File: config.mk
export PLATFORM = sky130hd
export DESIGN_NAME = qdiv_round
export DESIGN_NICKNAME = d
export VERILOG_FILES = /design/src/rtl/qdiv_pkg.sv /design/src/rtl/qdiv_prep.sv /design/src/rtl/qdiv_core.sv /design/src/rtl/qdiv_round.sv
export SDC_FILE = /design/constraint.sdc
export NUM_CORES = 1
export LEC_CHECK = 0
export ABC_CLOCK_PERIOD_IN_PS = 9500
export BUFFER_PORTS_ARGS = -buffer_cell sky130_fd_sc_hd__buf_2
export CELL_PAD_IN_SITES_DETAIL_PLACEMENT = 2
export CELL_PAD_IN_SITES_GLOBAL_PLACEMENT = 2
export CORE_MARGIN = 10
export CORE_UTILIZATION = 40
export CTS_CLUSTER_DIAMETER = 200
export DETAILED_ROUTE_END_ITERATION = 8
export GPL_TIMING_DRIVEN = 0
export PLACE_DENSITY_LB_ADDON = 0.2
export SYNTH_ARGS = -nofsm -noshare
export SYNTH_HDL_FRONTEND = slang
export SYNTH_SLANG_ARGS = --single-unit
File: constraint.sdc
create_clock -name clk -period 9.5 [get_ports clk]
set_clock_uncertainty 0.15 [all_clocks]
set_input_delay 0 -clock clk [delete_from_list [all_inputs] [get_ports clk]]
set_output_delay 0 -clock clk [all_outputs]
set_load 0.02 [all_outputs]
File: src/rtl/qdiv_pkg.sv
package qdiv_pkg;
  typedef enum logic [0:0] {ST_IDLE, ST_RUN} qd_state_e;
endpackage

File: src/rtl/qdiv_prep.sv
// Operand stage: upscale, half-divisor correction, magnitudes and result sign.
module qdiv_prep #(
  parameter int W  = 16,
  parameter int QF = 8,
  parameter int NW = 2 * W
) (
  input  logic signed [W-1:0] num_i,
  input  logic signed [W-1:0] den_i,
  output logic [NW-1:0]       num_mag_o,
  output logic [W:0]          den_mag_o,
  output logic                neg_o,
  output logic                den_zero_o,
  output logic [W-1:0]        zero_code_o
);
  function automatic logic signed [NW-1:0] upscale(input logic signed [W-1:0] v);
    logic signed [NW-1:0] e;
    e = {{(NW-W){v[W-1]}}, v};
    return e <<< QF;
  endfunction

  function automatic logic signed [W-1:0] half_toward_zero(input logic signed [W-1:0] v);
    logic signed [W-1:0] h;
    h = v >>> 1;
    if (v[W-1] && v[0]) h = h + W'(1);
    return h;
  endfunction

  function automatic logic [NW-1:0] mag_wide(input logic signed [NW-1:0] v);
    return v[NW-1] ? NW'(-v) : NW'(v);
  endfunction

  logic signed [NW-1:0] scaled, half_ext, corrected;
  logic signed [W:0]    den_ext;
  logic                 agree;

  always_comb begin
    scaled      = upscale(num_i);
    half_ext    = {{(NW-W){den_i[W-1]}}, half_toward_zero(den_i)};
    agree       = (scaled[NW-1] == den_i[W-1]);
    corrected   = agree ? (scaled + half_ext) : (scaled - half_ext);
    num_mag_o   = mag_wide(corrected);
    den_ext     = {den_i[W-1], den_i};
    den_mag_o   = den_ext[W] ? (W+1)'(-den_ext) : (W+1)'(den_ext);
    neg_o       = corrected[NW-1] ^ den_i[W-1];
    den_zero_o  = (den_i == '0);
    zero_code_o = num_i[W-1] ? {1'b1, {(W-1){1'b0}}} : {1'b0, {(W-1){1'b1}}};
  end
endmodule

File: src/rtl/qdiv_core.sv
// Restoring shift-subtract divider on magnitudes, one quotient bit per clock.
module qdiv_core
  import qdiv_pkg::*;
#(
  parameter int NW = 32,
  parameter int DW = 17
) (
  input  logic          clk,
  input  logic          rst_n,
  input  logic          load_i,
  input  logic [NW-1:0] num_i,
  input  logic [DW-1:0] den_i,
  output logic          busy_o,
  output logic          last_o,
  output logic [NW-1:0] quo_next_o
);
  localparam int CW = $clog2(NW);

  qd_state_e     st;
  logic [CW-1:0] cnt;
  logic [DW-1:0] rem, den_q, rem_n;
  logic [NW-1:0] dq;
  logic [DW:0]   shifted, diff;
  logic          fits;

  always_comb begin
    shifted    = {rem, dq[NW-1]};
    diff       = shifted - {1'b0, den_q};
    fits       = (shifted >= {1'b0, den_q});
    rem_n      = DW'(fits ? diff : shifted);
    quo_next_o = {dq[NW-2:0], fits};
    busy_o     = (st == ST_RUN);
    last_o     = busy_o && (cnt == CW'(NW - 1));
  end

  always_ff @(posedge clk or negedge rst_n) begin
    if (!rst_n) begin
      st    <= ST_IDLE;
      cnt   <= '0;
      rem   <= '0;
      den_q <= '0;
      dq    <= '0;
    end else begin
      case (st)
        ST_IDLE: if (load_i) begin
          rem   <= '0;
          dq    <= num_i;
          den_q <= den_i;
          cnt   <= '0;
          st    <= ST_RUN;
        end
        default: begin
          rem <= rem_n;
          dq  <= quo_next_o;
          cnt <= cnt + CW'(1);
          if (last_o) st <= ST_IDLE;
        end
      endcase
    end
  end
endmodule

File: src/rtl/qdiv_round.sv
// Top: start/busy/done handshake around the operand stage and serial core.
module qdiv_round #(
  parameter int W  = 16,
  parameter int QF = 8
) (
  input  logic                clk,
  input  logic                rst_n,
  input  logic                start,
  input  logic signed [W-1:0] dividend,
  input  logic signed [W-1:0] divisor,
  output logic                busy,
  output logic                done,
  output logic [W-1:0]        quotient,
  output logic                div_by_zero
);
  localparam int NW = 2 * W;
  localparam int DW = W + 1;

  logic [NW-1:0] num_mag, quo_next;
  logic [DW-1:0] den_mag;
  logic          neg_w, den_zero, neg_q;
  logic [W-1:0]  zero_code, mag_lo, signed_res;
  logic          accept, zero_hit, load, last_step;

  qdiv_prep #(.W(W), .QF(QF), .NW(NW)) u_prep (
    .num_i(dividend), .den_i(divisor), .num_mag_o(num_mag), .den_mag_o(den_mag),
    .neg_o(neg_w), .den_zero_o(den_zero), .zero_code_o(zero_code)
  );

  qdiv_core #(.NW(NW), .DW(DW)) u_core (
    .clk(clk), .rst_n(rst_n), .load_i(load), .num_i(num_mag), .den_i(den_mag),
    .busy_o(busy), .last_o(last_step), .quo_next_o(quo_next)
  );

  // Named events for the checker and for reading.
  assign accept   = start && !busy;
  assign zero_hit = accept && den_zero;
  assign load     = accept && !den_zero;

  always_comb begin
    mag_lo     = W'(quo_next);
    signed_res = neg_q ? (~mag_lo + W'(1)) : mag_lo;
  end

  always_ff @(posedge clk or negedge rst_n) begin
    if (!rst_n) begin
      done        <= 1'b0;
      quotient    <= '0;
      div_by_zero <= 1'b0;
      neg_q       <= 1'b0;
    end else begin
      done <= 1'b0;
      if (load) neg_q <= neg_w;
      if (zero_hit) begin
        done        <= 1'b1;
        div_by_zero <= 1'b1;
        quotient    <= zero_code;
      end else if (last_step) begin
        done        <= 1'b1;
        div_by_zero <= 1'b0;
        quotient    <= signed_res;
      end
    end
  end
endmodule

==> summary.md, run 1 <==
| Metric | Value |
|---|---|
| Outcome | finished, violations left |
| Failing checks | hold timing |
| WL/cell | 21.83 µm |
| Crit start category | register |
| Drc violations | 0 |
| Die Span Y | 160.6 µm |
| Placement Rows | 51 |
| Die width | 160.6 µm |
| Placeable Area | 19,460 µm² |
| Initial core utilization | 40.64% |
| Max cap viols | 0 |
| Drt total wl | 29.26 mm |
| Htree depth | 3 |
| Largest cells by area after synthesis | dfrtp_1, ha_1, o21ai_0 |
| Maximum VDD drop | 0.1142 mV |
| Die Area | 25,800 µm² |
| Leakage Power | 3.859 nW |
| Final setup viols | 0 |
| Slew @ Worst Pin | 1073 ps |
| DPL Wire Length | 22.12 mm |
| WS Path Type | reg -> reg |
| # IOs | 54 |
| Tcrit/Tclk final | 61.65% |
| Fill count | 2,252 |
| Final min period | 5857 ps |
| CTS Sinks | 91 |
| First-pass GRT wire length | 47.88 mm |
| Yosys top cell by area | dfrtp_1 |
| Top-count cell post-synth | nand2_1 |
| GRT Total Usage | 22.56% |
| Largest net degree at the start of global routing | 70 |
| Worst-path clk slew | 70 ps |
| Initial DRC count | 408 |
| Syn_area_per_cell | 7.910 µm² |
| Power Density | 304.9 nW/µm² |
| Unique cell type count in the Yosys netlist | 72 |
| Max Buffers Root-to-Sink | 2 |
| Syn Nets | 1,095 |
| Crit Path Max Fanout | 10 |
| Synth Register Bits | 91 |
| Antenna-violating nets left | 0 |
| Vias per inst | 5.878 |
| Antenna violations before repair | 0 |
| TritonRoute pass-1 iters | 5 |
| Final #Nets | 1,165 |
| Clock insertion delay at the later pin of the skew report | 350 ps |
| Syn-to-layout area delta | 12.69% |
| Unrepaired setup endpoints after global routing | false |
| ANT cells | 0 |
| Post-synth ARST share | 100.0% |
| Footprint of the multi-input gates | 5171 µm² |
| Fmax | 170.7 MHz |
| Setup slack after placement | 3990 ps |
| Layout cell share with drive strength beyond 1 | 9.209% |
| Rel. slew slack | 28.21% |
| Post-synthesis sequential area ratio | 28.79% |
| Root buf cell | clkbuf_16 |
| Post-Syn Area | 7910 µm² |
| # port buffers | 48 |
| Num CTS Buffers | 9 |
| Vias in the first global route | 8,678 |
| Commonest cells in the netlist | nand2_1, o21ai_0, dfrtp_1 |
| WHS | -0.9057 ps |
| Hold Crit Class | in -> reg |
| Post_cts resized | 0 |
| Hold depth | 4 |
| Crit end category | register |
| Fin Setup TNS | 0 ps |
| Cells after Synth | 1,000 |
| Worst path arrival time | 5970 ps |
| Synthesis Warnings | 0 |
| Yosys top cell area share | 28.79% |
| Ys flop type | dfrtp_1 |
| Final GP Congestion | 0.8462 |
| Slew Viols, Final | 0 |
| Post-synth EDFFs | 0 |
| GRT Residual Overflow | 0 |
| DR vias | 7,877 |
| Final Hold Vio Count | 1 |
| PnR worst setup slack | 3643 ps |
| R2R cell count | 23 |
| Flip-flop and latch area | 2277 µm² |
| CTS tree | done |
| Required time worst endpoint | 9620 ps |
==> report_power, final <==
| group | internal [mW] | leakage [nW] | switching, mW |
|---|---|---|---|
| sequential | 0.587 | 1.07 | 0.163 |
| clock | 0.212 | 0.153 | 0.164 |
| combinational | 0.592 | 2.63 | 1.00 |
| total | 1.39 | 3.86 | 1.33 |
==> stage by stage <==
step | utilization, % | instance area (µm²) | power (mW) | instances | hold WS [ps]
CTS | 45.80 | 8914 | 2.702 | 1340 | 6.144
finish | 45.80 | 8914 | 2.718 | 1340 | -0.9057
global route | 45.80 | 8914 | 2.940 | 1340 | 57.42
floorplan | - | 7910 | 1.784 | 1000 | -445.6
global placement | 43.58 | 8482 | 2.171 | 1313 | 262.6
detailed placement | 43.74 | 8512 | 2.292 | 1314 | -219.9
==> final timing paths <==
kind / end / slack [ps] / startpoint
setup reg to reg: quotient[14] / 3640 / u_core.dq[31]
min in group asynchronous: u_core.rem[13] / 50 / rst_n
hold / removal: u_core.den_q[11] / -0.9 / divisor[11]
hold reg to reg: u_core.dq[19] / 340 / u_core.dq[18]
setup / recovery: quotient[14] / 3640 / u_core.dq[31]
max in group asynchronous: u_core.cnt[0] / 7730 / rst_n
==> flip-flops by register name, indices dropped and copies added, names as in the netlist <==
signal         cells
u_core.dq         32
u_core.den_q      17
u_core.rem        17
quotient          16
u_core.cnt         5
div_by_zero        1
done               1
neg_q              1
u_core.busy_o      1
==> per-layer routing <==
layer	track usage, %	share of wire [%]
met3	1.687	2.1
met2	41.13	52
met4	6.594	2.1
met5	0	0
met1	27.66	44
==> worst max-delay path: stages, from the launching register on <==
cell	delay, ps
dfrtp_1	360
inv_1	70
ha_1	230
fa_1	400
nor2b_1	160
o21ai_0	130
a21boi_0	280
o21ai_0	150
a21boi_0	270
o21ai_0	180
nand2b_1	160
a21oi_1	140
a21oi_1	160
o32a_1	260
clkbuf_1	490
clkbuf_1	580
inv_1	290
ha_1	280
nand2b_1	190
o41ai_1	150
and3_1	200
o21ai_0	140
o21ai_0	130
a21oi_1	180
==> area by class of cell <==
type	count	area share, %
tap	265	3.720
multi-input combinational	790	58.02
buffer	57	2.569
clock buffer	10	2.681
clock inverter	6	0.7019
inverter	62	2.611
sequential	91	25.55
timing repair buffer	59	4.155
==> placed cells by master (no fill, tap or decap), types with 6 or more instances in the layout <==
cell type      netlist  routed
or4_1                6       6
clkbuf_16            0       9
inv_1               60      60
dlygate4sd3_1        0      10
nand4_1              9       9
ha_1                58      58
mux2i_1             11      11
o41ai_1             10      10
nor2_1              65      65
nand2b_1             9       9
a31oi_1             21      21
dfrtp_1             91      91
clkbuf_1            48      48
a21oi_1             66      66
o31ai_1             14      14
xor2_1              34      34
a211oi_1             6       6
a21o_1              12      12
nor4_1               7       7
and3_1              12      12
or2_2                6       6
xnor2_1             55      55
o21ai_0            110     110
or3_1               11      11
nand3_1              9       9
nor2b_1              9       9
o211ai_1            25      25
nor3_1              18      18
nand2_1            130     130
buf_2                5      52
==> logic make-up (layout without fill, tap and decap cells) <==
kind of cell	after synthesis	count (layout)	synth area share (%)
flops	91	91	28.79
buf+inv	119	194	5.837
compound gates	311	311	24.50
fa+ha+maj	60	60	9.681
simple gates	314	314	19.23
mux	16	16	2.104
xor+xnor	89	89	9.855
==> timing repair <==
action / in CTS / in global routing
setup buffers: 0 / 0
endpoints found under the hold margin: 100 / 0
hold buffers: 10 / 0
No activity file was read; power rests on OpenSTA's default activity.
==> run 2, diff against run 1 <==
Settings changed: ABC_CLOCK_PERIOD_IN_PS 9500 to 5520, CORE_UTILIZATION 40 to 37.
Clock period 9.5 ns to 5.52 ns, I/O delays scaled along.
==> run 2 against run 1 <==
  * Worst hold slack got worse by 11 ps
  * First-iteration DRC count decreased by 17%
  * Die area increased by 7.1%
  * Register-to-register slack got worse by 3300 ps
  * Utilization decreased by 3.2 points
  * Combinational power increased by 72%
  * Setup slack got worse by 3300 ps
  * Global-route usage decreased by 2.0 points
  * The flow still finishes with violations (hold timing)
  * Count of clock-buffer cells in the layout increased by 1
  * Via count decreased by 3.1%
  * Flip-flop and latch count unchanged
  * Critical path depth unchanged
==> summary.md, run 2 (synthesis results as in run 1) <==
| Metric | Value |
|---|---|
| GRT Residual Overflow | 0 |
| R2R cell count | 23 |
| Maximum VDD drop | 0.2038 mV |
| Leakage Power | 3.867 nW |
| Vias in the first global route | 8,628 |
| GRT Total Usage | 20.57% |
| Initial core utilization | 37.63% |
| Htree depth | 3 |
| Initial DRC count | 337 |
| TritonRoute pass-1 iters | 4 |
| Rel. slew slack | 52.69% |
| Hold Crit Class | in -> async |
| Max cap viols | 0 |
| DR vias | 7,633 |
| Final GP Congestion | 0.8449 |
| Crit Path Max Fanout | 10 |
| Layout cell share with drive strength beyond 1 | 10.16% |
| Final #Nets | 1,163 |
| Max Buffers Root-to-Sink | 2 |
| Slew @ Worst Pin | 709.6 ps |
| Outcome | finished, violations left |
| Drt total wl | 28.74 mm |
| Reg2Reg Setup Slack | 320 ps |
| RR Endpoint | quotient[14] |
| Fill count | 2,453 |
| Largest net degree at the start of global routing | 63 |
| Worst-path clk slew | 70 ps |
| First-pass GRT wire length | 47.48 mm |
| Final Core Density | 42.65% |
| WS Path Type | reg -> reg |
| Critical Path Start | u_core.dq[31] |
| GRT met2 Usage | 37.27% |
| Top Usage Layer GRT | met2 |
| Commonest cells after routing, fill and taps aside | nand2_1, o21ai_0, dfrtp_1 |
| Post-CTS setup buffer count | 0 |
| Final Hold Vio Count | 12 |
| Crit start category | register |
| Die Span Y | 166.2 µm |
| Fmax | 192.2 MHz |
| WL/cell | 21.32 µm |
| # IOs | 54 |
| Placed inst area | 8524 µm² |
| Final setup viols | 0 |
| CTS Sinks | 91 |
| Placement Rows | 53 |
| ANT cells | 0 |
| Antenna-violating nets left | 0 |
| Syn-to-layout area delta | 13.33% |
| Power Density | 518.4 nW/µm² |
| Die width | 166.2 µm |
| Num CTS Buffers | 9 |
| Worst path arrival time | 5320 ps |
| Top flop regs | u_core.dq (32), u_core.den_q (17), u_core.rem (17) |
| DPL Wire Length | 21.76 mm |
| Slew Viols, Final | 0 |
| Failing checks | hold timing |
| Crit path capture | quotient[14] |
| Post-route cell area | 8965 µm² |
| Clock insertion delay at the later pin of the skew report | 350 ps |
| Most common cell after layout, fill and taps aside | nand2_1 |
| Placeable Area | 21,020 µm² |
| Grt met1 use | 25.18% |
| Tcrit/Tclk final | 94.26% |
| Die Area | 27,630 µm² |
| Largest Register | u_core.dq |
| Drc violations | 0 |
| WHS | -11.47 ps |
| Final min period | 5203 ps |
| CTS tree | done |
| Antenna violations before repair | 0 |
| Met3 Use GR | 1.727% |
| # port buffers | 48 |
| Worst reg2reg path startpoint | u_core.dq[31] |
| Largest register FFs | 32 |
| Required time worst endpoint | 5640 ps |
| Crit end category | register |
| Vias per inst | 5.662 |
| Root buf cell | clkbuf_16 |
[run 2: repair_timing]
item	in CTS	in global routing
hold buffers	9	0
cloned	0	0
endpoints found under the setup margin	6	8
endpoints found under the hold margin	103	0
gates resized for setup	3	12
[run 2: cell type report]
| type | instances | area, µm² | area share [%] |
|---|---|---|---|
| plain buffers | 56 | 230.2 | 2.568 |
| well taps | 275 | 344.1 | 3.838 |
| flip-flops and latches | 91 | 2277 | 25.40 |
| repair buffers | 58 | 360.3 | 4.020 |
| inverters | 62 | 232.7 | 2.596 |
| clock inverters | 5 | 45.04 | 0.5024 |
| clock buffers | 11 | 242.7 | 2.708 |
| multi-input cells | 790 | 5233 | 58.37 |
[run 2: how the worst min path moves through the flow]
stage | slack (ps) | end | depth (start not counted) | from
6_report | -10 | u_core.rem[7] | 2 | rst_n
5_1_grt | 40 | u_core.rem[7] | 2 | rst_n
4_1_cts | 5 | u_core.den_q[10] | 4 | divisor[10]
3_5_place_dp | -180 | u_core.rem[7] | 1 | rst_n
3_3_place_gp | 260 | u_core.den_q[0] | 2 | divisor[0]
2_1_floorplan | -450 | div_by_zero | 0 | rst_n
[run 2: metrics by stage]
stage / cells / setup WS [ps] / power (mW) / TNS (ps)
after CTS: 1349 / 140.0 / 4.640 / 0
after detailed placement: 1324 / 7.170 / 3.921 / 0
after global placement: 1323 / 195.6 / 3.751 / 0
final: 1348 / 316.6 / 4.647 / 0
after floorplan: 1000 / 1434 / 3.071 / 0
after global routing: 1348 / -17.22 / 5.063 / -17.22
[run 2: worst max-delay path: stages (launching register included)]
cell and delay [ps]:
dfrtp_1 390, inv_1 90, ha_1 260, fa_1 430
nor2b_1 170, o21ai_0 130, a21boi_0 270, o21ai_0 150
a21boi_0 270, o21ai_0 180, nand2b_1 170, a21oi_2 100
a21oi_1 160, o32a_1 230, buf_2 270, clkbuf_4 280
inv_1 150, ha_1 230, nand2b_1 260, o41ai_4 130
and3_1 200, o21ai_0 140, o21ai_0 120, a21oi_1 180
[run 2: per-layer routing]
metal / vias to the layer above / routed length (µm)
li1: 3666 / -
met1: 3844 / 12620
met2: 87 / 14890
met3: 36 / 510
met4: 0 / 709
met5: - / 0
[run 2: report_power, final]
group	switching [mW]	internal (mW)	leakage [nW]	total, mW
clock	0.292	0.325	0.138	0.617
combinational	1.70	1.04	2.66	2.73
sequential	0.287	1.01	1.07	1.30
